### src/rtl/gpio_ctrl_pkg.sv
package gpio_ctrl_pkg;
  localparam int unsigned BUS_W  = 16;
  localparam int unsigned WORD_W = 2 * BUS_W;
  localparam int unsigned ADDR_W = 6;
  localparam int unsigned SEL_W  = ADDR_W - 2;

  typedef enum logic [SEL_W-1:0] {
    RG_DIR    = 4'd0,
    RG_DATA   = 4'd1,
    RG_OUTHI  = 4'd2,
    RG_TRIG   = 4'd3,
    RG_POL    = 4'd4,
    RG_HOLD   = 4'd5,
    RG_IEN    = 4'd6,
    RG_STAT   = 4'd7,
    RG_PULLEN = 4'd8,
    RG_PULLUP = 4'd9
  } reg_sel_e;

  // Replace one bus-wide half of a word, keep the other half.
  function automatic logic [WORD_W-1:0] merge_half(
    input logic [WORD_W-1:0] old_w,
    input logic              hi,
    input logic [BUS_W-1:0]  d
  );
    return hi ? {d, old_w[BUS_W-1:0]} : {old_w[WORD_W-1:BUS_W], d};
  endfunction
endpackage

### src/rtl/gpio_ctrl_sync.sv
module gpio_ctrl_sync #(
  parameter int unsigned W      = 32,
  parameter int unsigned STAGES = 2
) (
  input  logic         clk,
  input  logic         rst_n,
  input  logic [W-1:0] din,
  output logic [W-1:0] dout
);
  logic [W-1:0] stage_q [STAGES];

  always_ff @(posedge clk or negedge rst_n) begin
    if (!rst_n) begin
      for (int i = 0; i < STAGES; i++) stage_q[i] <= '0;
    end else begin
      stage_q[0] <= din;
      for (int i = 1; i < STAGES; i++) stage_q[i] <= stage_q[i-1];
    end
  end

  assign dout = stage_q[STAGES-1];
endmodule

### src/rtl/gpio_ctrl_regbank.sv
module gpio_ctrl_regbank
  import gpio_ctrl_pkg::*;
#(
  parameter int unsigned NUM_OUT = 18
) (
  input  logic               clk,
  input  logic               rst_n,
  input  logic               wr_en,
  input  logic [ADDR_W-1:0]  addr,
  input  logic [BUS_W-1:0]   wdata,
  output logic [WORD_W-1:0]  dir_q,
  output logic [WORD_W-1:0]  data_q,
  output logic [NUM_OUT-1:0] outhi_q,
  output logic [WORD_W-1:0]  trig_q,
  output logic [WORD_W-1:0]  pol_q,
  output logic [WORD_W-1:0]  hold_q,
  output logic [WORD_W-1:0]  ien_q,
  output logic [WORD_W-1:0]  pullen_q,
  output logic [WORD_W-1:0]  pullup_q,
  output logic [WORD_W-1:0]  stat_clr
);
  reg_sel_e          sel;
  logic              hi;
  logic [WORD_W-1:0] outhi_w;
  logic              unused_addr_lsb;
  logic              unused_outhi;

  assign sel             = reg_sel_e'(addr[ADDR_W-1:2]);
  assign hi              = addr[1];
  assign unused_addr_lsb = addr[0];
  assign outhi_w         = merge_half(WORD_W'(outhi_q), hi, wdata);
  assign unused_outhi    = ^outhi_w;

  always_ff @(posedge clk or negedge rst_n) begin
    if (!rst_n) begin
      dir_q    <= '0;
      data_q   <= '0;
      outhi_q  <= '0;
      trig_q   <= '0;
      pol_q    <= '0;
      hold_q   <= '0;
      ien_q    <= '0;
      pullen_q <= '0;
      pullup_q <= '0;
    end else if (wr_en) begin
      case (sel)
        RG_DIR:    dir_q    <= merge_half(dir_q, hi, wdata);
        RG_DATA:   data_q   <= merge_half(data_q, hi, wdata);
        RG_OUTHI:  outhi_q  <= outhi_w[NUM_OUT-1:0];
        RG_TRIG:   trig_q   <= merge_half(trig_q, hi, wdata);
        RG_POL:    pol_q    <= merge_half(pol_q, hi, wdata);
        RG_HOLD:   hold_q   <= merge_half(hold_q, hi, wdata);
        RG_IEN:    ien_q    <= merge_half(ien_q, hi, wdata);
        RG_PULLEN: pullen_q <= merge_half(pullen_q, hi, wdata);
        RG_PULLUP: pullup_q <= merge_half(pullup_q, hi, wdata);
        default: ;
      endcase
    end
  end

  // Write-one-to-clear pulse for the status word.
  always_comb begin
    stat_clr = '0;
    if (wr_en && sel == RG_STAT)
      stat_clr = merge_half('0, hi, wdata);
  end
endmodule

### src/rtl/gpio_ctrl_lane.sv
module gpio_ctrl_lane (
  input  logic clk,
  input  logic rst_n,
  input  logic pin_s,
  input  logic is_out,
  input  logic edge_mode,
  input  logic act_high,
  input  logic hold_mode,
  input  logic clr,
  output logic stat
);
  logic prev_q;
  logic active;
  logic hit;
  logic cond;

  always_ff @(posedge clk or negedge rst_n) begin
    if (!rst_n) prev_q <= 1'b0;
    else        prev_q <= pin_s;
  end

  assign active = act_high ? pin_s : ~pin_s;
  // Active now, inactive one cycle ago: rising for high, falling for low.
  assign hit    = active & (prev_q ^ act_high);
  assign cond   = ~is_out & (edge_mode ? hit : active);

  always_ff @(posedge clk or negedge rst_n) begin
    if (!rst_n)         stat <= 1'b0;
    else if (hold_mode) stat <= (stat & ~clr) | cond;
    else                stat <= cond;
  end
endmodule

### src/rtl/gpio_ctrl.sv
module gpio_ctrl
  import gpio_ctrl_pkg::*;
#(
  parameter int unsigned NUM_OUT     = 18,
  parameter int unsigned SYNC_STAGES = 2
) (
  input  logic               clk,
  input  logic               rst_n,
  input  logic               reg_wr,
  input  logic               reg_rd,
  input  logic [ADDR_W-1:0]  reg_addr,
  input  logic [BUS_W-1:0]   reg_wdata,
  output logic [BUS_W-1:0]   reg_rdata,
  input  logic [WORD_W-1:0]  gpio_in,
  output logic [WORD_W-1:0]  gpio_out,
  output logic [WORD_W-1:0]  gpio_oe,
  output logic [NUM_OUT-1:0] gpo_out,
  output logic [WORD_W-1:0]  pull_en,
  output logic [WORD_W-1:0]  pull_up,
  output logic               irq
);
  logic [WORD_W-1:0]  dir_q, data_q, trig_q, pol_q, hold_q, ien_q;
  logic [WORD_W-1:0]  pullen_q, pullup_q, stat_clr, stat_q, pin_s;
  logic [NUM_OUT-1:0] outhi_q;
  logic [WORD_W-1:0]  rd_word;
  logic [WORD_W-1:0]  pin_view;

  gpio_ctrl_regbank #(.NUM_OUT(NUM_OUT)) u_regs (
    .clk      (clk),
    .rst_n    (rst_n),
    .wr_en    (reg_wr),
    .addr     (reg_addr),
    .wdata    (reg_wdata),
    .dir_q    (dir_q),
    .data_q   (data_q),
    .outhi_q  (outhi_q),
    .trig_q   (trig_q),
    .pol_q    (pol_q),
    .hold_q   (hold_q),
    .ien_q    (ien_q),
    .pullen_q (pullen_q),
    .pullup_q (pullup_q),
    .stat_clr (stat_clr)
  );

  gpio_ctrl_sync #(.W(WORD_W), .STAGES(SYNC_STAGES)) u_sync (
    .clk   (clk),
    .rst_n (rst_n),
    .din   (gpio_in),
    .dout  (pin_s)
  );

  for (genvar g = 0; g < WORD_W; g++) begin : g_lane
    gpio_ctrl_lane u_lane (
      .clk       (clk),
      .rst_n     (rst_n),
      .pin_s     (pin_s[g]),
      .is_out    (dir_q[g]),
      .edge_mode (trig_q[g]),
      .act_high  (pol_q[g]),
      .hold_mode (hold_q[g]),
      .clr       (stat_clr[g]),
      .stat      (stat_q[g])
    );
  end

  assign pin_view = (dir_q & data_q) | (~dir_q & pin_s);

  always_comb begin
    case (reg_sel_e'(reg_addr[ADDR_W-1:2]))
      RG_DIR:    rd_word = dir_q;
      RG_DATA:   rd_word = pin_view;
      RG_OUTHI:  rd_word = WORD_W'(outhi_q);
      RG_TRIG:   rd_word = trig_q;
      RG_POL:    rd_word = pol_q;
      RG_HOLD:   rd_word = hold_q;
      RG_IEN:    rd_word = ien_q;
      RG_STAT:   rd_word = stat_q;
      RG_PULLEN: rd_word = pullen_q;
      RG_PULLUP: rd_word = pullup_q;
      default:   rd_word = '0;
    endcase
  end

  always_ff @(posedge clk or negedge rst_n) begin
    if (!rst_n)      reg_rdata <= '0;
    else if (reg_rd) reg_rdata <= reg_addr[1] ? rd_word[WORD_W-1:BUS_W] : rd_word[BUS_W-1:0];
  end

  assign gpio_out = data_q;
  assign gpio_oe  = dir_q;
  assign gpo_out  = outhi_q;
  assign pull_en  = pullen_q;
  assign pull_up  = pullup_q;
  assign irq      = |(stat_q & ien_q);
endmodule

### config.mk
export PLATFORM = sky130hd
export DESIGN_NAME = gpio_ctrl
export DESIGN_NICKNAME = d
export VERILOG_FILES = /design/src/rtl/gpio_ctrl_pkg.sv /design/src/rtl/gpio_ctrl_sync.sv /design/src/rtl/gpio_ctrl_regbank.sv /design/src/rtl/gpio_ctrl_lane.sv /design/src/rtl/gpio_ctrl.sv
export SDC_FILE = /design/constraint.sdc
export NUM_CORES = 1
export LEC_CHECK = 0
export ABC_AREA = 0
export BUFFER_PORTS_ARGS = -buffer_cell sky130_fd_sc_hd__buf_2
export CORE_UTILIZATION = 40
export DETAILED_ROUTE_END_ITERATION = 10
export SLEW_MARGIN = 5
export SYNTH_ARGS = -nofsm -noshare
export SYNTH_HDL_FRONTEND = slang
export SYNTH_SLANG_ARGS = --single-unit
### constraint.sdc
create_clock -name clk -period 2.1 [get_ports clk]
set_input_delay 0.105 -clock clk [delete_from_list [all_inputs] [get_ports clk]]
set_output_delay 0.105 -clock clk [all_outputs]
set_load 0.1 [all_outputs]
==> results.json <==
{
  "final_critical_path_setup_slack_ps": -223,
  "clk_pin_slew_ps": 60,
  "r2r_start": "u_regs.dir_q[4]",
  "cp-start-kind": "register",
  "area.sequential_um2": 10500,
  "cts.sink_count": 418,
  "clockRootBuffer": "sky130_fd_sc_hd__clkbuf_16",
  "synth_xor_xnor_area_share": 0,
  "wire_length_of_the_first_global_routing_pass_um": 98100,
  "vdd_drop_max_uv": 1200,
  "detailed_place_hpwl_um": 48500,
  "cap_violations": 0,
  "postSynthCellCount": 1515,
  "vias": 14500,
  "antenna_found_initial": 0,
  "area.growth.synth_to_final_pct": 22.3,
  "failed_checks": "negative setup slack",
  "worstPathArrival_ps": 2220,
  "pin_count_of_the_biggest_net_entering_global_routing": 82,
  "layout.cell_area.non_filler_um2": 23100,
  "drive_above_1_share": 0.385,
  "initialDrtViolationCount": 1632,
  "setup-tns-final_ps": -223,
  "period_needed_ps": 2320,
  "origin_of_the_worst_setup_path": "g_lane[10].u_lane.stat",
  "synth.distinct_cells": 70,
  "grt_use_total": 0.282,
  "worst_clock_skew_ps": 17.0,
  "tritoncts": "yes",
  "critical_path.n_buffers_inverters": 1,
  "hold_viol": 0,
  "kind_of_cell_adding_the_most_delay_to_the_critical_path": "simple AND/OR/NAND/NOR gates",
  "hold_class": "input port to async pin",
  "timing.final.setup_violations": 1,
  "num_io_pins": 221,
  "die_area_um2": 48100,
  "place_congestion": 0.953,
  "final_core_utilization": 0.496,
  "multi_input_comb_area_um2": 7590,
  "final_net_count": 1869,
  "dominant_combinational_cell_family_by_area_after_synthesis": "multiplexers",
  "dp_cells": 2337,
  "fraction_of_the_cycle_the_final_worst_path_needs": 1.11,
  "synth_flop_cell": "sky130_fd_sc_hd__dfrtp_1",
  "first_global_vias": 14100,
  "remaining_drc_errors": 0,
  "initial_core_util": 0.405,
  "ctsHtreeMaxLevel": 2,
  "worst_pin_slew_ps": 854,
  "met2_length_um": 31200,
  "slew_viol_final": 0,
  "p_leak_uw": 0.0105,
  "setup_repair_after_global_routing_missed_its_margin": "yes",
  "clock_path_buffers": 3,
  "yosys.area_share.simple": 0.0934,
  "timing.hold.ws_ps": 6.15,
  "wl_per_instance_um": 27.5,
  "power-per-cell-area_nw_per_um2": 1190,
  "wl_met3_um": 4280,
  "global_route.overflow_total": 0,
  "n_fill_cell": 4130,
  "io_buffers": 219,
  "post-cts-setup-buffer-count": 0,
  "synth_fp_nets": 1573,
  "die_extent_in_x_um": 219,
  "yosys_reg_bits": 418,
  "post_dp_cell_area_um2": 21100,
  "timing.critical_path.required_ps": 2000,
  "worst_path_largest_cell_delay_ps": 540,
  "ant_nets": 0,
  "final-instance-count-excl-fill": 2448,
  "wl_met1_um": 29700,
  "synth-adder-area-share": 0,
  "antenna_cells": 0,
  "std_cell_rows": 79,
  "timing.critical_path.cells": "a22oi_2, nand4_1, or4_4, buf_12",
  "synth_compound_gate_area_share": 0.104,
  "die_h_um": 219,
  "yosysWarningCount": 0,
  "cts_inserted_buffers": 46,
  "syn_avg_cell_area_um2": 12.5,
  "viasPerCell": 5.91,
  "critical_path_peak_fanout": 3,
  "core_region_um2": 46600,
  "dr.pass1.iters": 5,
  "mappedNetlistArea_um2": 18900,
  "setup.worst_path.class": "register to output pin",
  "cp-end-kind": "output pin",
  "routed_wl_um": 67400,
  "synth-edff-count": 0,
  "result_of_the_run": "finished with violations",
  "insertion_delay_ps": 590,
  "synth_async_sr_flop_share": 1.00,
  "yosys-mux-area-fraction": 0.202,
  "dr.max_layer_used": "met4",
  "sequential_to_total_area_share_from_yosys_stat": 0.554,
  "max-slew-margin-rel": 0.416,
  "maxClockFrequency_mhz": 430,
  "slowest_stage": "sky130_fd_sc_hd__or4_4"
}
-- cell families (layout without fill, tap and decap cells) --
kind of cell,count (synthesis),count (layout)
muxes,342,342
and+or+nand+nor,333,333
DFF,418,418
buffers and inverters,144,470
AOI/OAI and AO/OA,278,278
-- flip-flops by register name, summed over array words and instances (netlist names) --
signal	cells
u_regs.dir_q	32
u_regs.outhi_q	18
u_regs.pol_q	32
u_regs.pullen_q	32
u_regs.data_q	32
u_regs.pullup_q	32
u_sync.stage_q	32
u_regs.trig_q	32
u_regs.ien_q	32
u_regs.hold_q	32
u_sync.dout	32
g_lane.u_lane.prev_q	32
g_lane.u_lane.stat	32
reg_rdata	16
-- area by class of cell --
| cell class | count | area share |
|---|---|---|
| Timing Repair Buffer | 388 | 0.117 |
| Clock inverter | 16 | 0.0119 |
| Clock buffer | 62 | 0.0556 |
| Sequential cell | 418 | 0.453 |
| Inverter | 4 | 0.000651 |
| Tap cell | 607 | 0.0329 |
| Multi-Input combinational cell | 953 | 0.329 |
-- per-stage QoR --
step / setup slack, ps / power, µW
finish: -223 / 27600
global route: -281 / 28400
detailed placement: -104 / 19000
CTS: -244 / 27600
global placement: -89.0 / 18900
floorplan: 85.7 / 16800
-- timing repair --
item	CTS	global route
pin swaps	2	0
resized for setup	11	2
hold endpoints to repair	450	0
hold buffers	33	0
setup endpoints to repair	1	2
-- per-layer routing --
metal,GRT usage,up-vias
met5,0,-
met4,0.100,0
met3,0.0377,121
met2,0.442,594
met1,0.400,7604
li1,-,6152
-- layout by cell type, fill, tap and decap left out, types with 34 or more instances in the layout --
| cell type | n |
|---|---|
| sky130_fd_sc_hd__a22oi_1 | 62 |
| sky130_fd_sc_hd__nand3_1 | 39 |
| sky130_fd_sc_hd__nor3_1 | 43 |
| sky130_fd_sc_hd__nor2b_1 | 53 |
| sky130_fd_sc_hd__a31oi_1 | 34 |
| sky130_fd_sc_hd__buf_4 | 118 |
| sky130_fd_sc_hd__dfrtp_1 | 418 |
| sky130_fd_sc_hd__clkbuf_16 | 47 |
| sky130_fd_sc_hd__mux2_2 | 242 |
| sky130_fd_sc_hd__buf_2 | 217 |
| sky130_fd_sc_hd__mux2i_1 | 57 |
| sky130_fd_sc_hd__nand2_1 | 102 |
| sky130_fd_sc_hd__o21ai_0 | 50 |
-- synth_stat cells, drive strengths merged, types with 3 or more instances --
cell / number / area share
nor4b: 3 / 0.0025
a211oi: 14 / 0.0058
and3: 6 / 0.0020
nand2b: 5 / 0.0017
nand2: 105 / 0.021
a2111oi: 10 / 0.0046
nor2: 37 / 0.0084
nor2b: 55 / 0.018
inv: 4 / 0.00080
nand3: 43 / 0.012
clkbuf: 32 / 0.0064
nor4: 4 / 0.0013
mux2: 285 / 0.17
o211ai: 5 / 0.0020
mux2i: 57 / 0.030
o32ai: 8 / 0.0037
o22a: 3 / 0.0014
o221ai: 8 / 0.0037
a32oi: 4 / 0.0019
a22o: 7 / 0.0032
o21ai: 54 / 0.014
o22ai: 15 / 0.0050
dfrtp: 418 / 0.55
o2111ai: 4 / 0.0019
nand4: 7 / 0.0027
a22oi: 69 / 0.027
and2: 4 / 0.0013
or3: 4 / 0.0013
a31oi: 34 / 0.011
a221oi: 18 / 0.0084
nor3: 46 / 0.013
a21oi: 10 / 0.0027
buf: 108 / 0.039
and4bb: 3 / 0.0020
-- power breakdown --
part / switching [µW] / total (µW) / leakage [µW] / internal, µW
clock network: 3400 / 8530 / 0.000757 / 5130
logic: 6050 / 8090 / 0.00453 / 2040
registers: 1560 / 10900 / 0.00523 / 9370
-- worst paths after layout --
| check | to | slack, ps | cells past startpoint |
|---|---|---|---|
| max | irq | -220 | 4 |
| min | u_sync.dout[26] | 6 | 2 |
| max reg2reg | reg_rdata[4] | 180 | 6 |
| min reg2reg | u_sync.dout[4] | 340 | 0 |
| max in group asynchronous | u_regs.dir_q[20] | 1160 | 3 |
| min in group clk | g_lane[22].u_lane.stat | 30 | 4 |
Note: power is estimated with default switching activity, not from simulation.
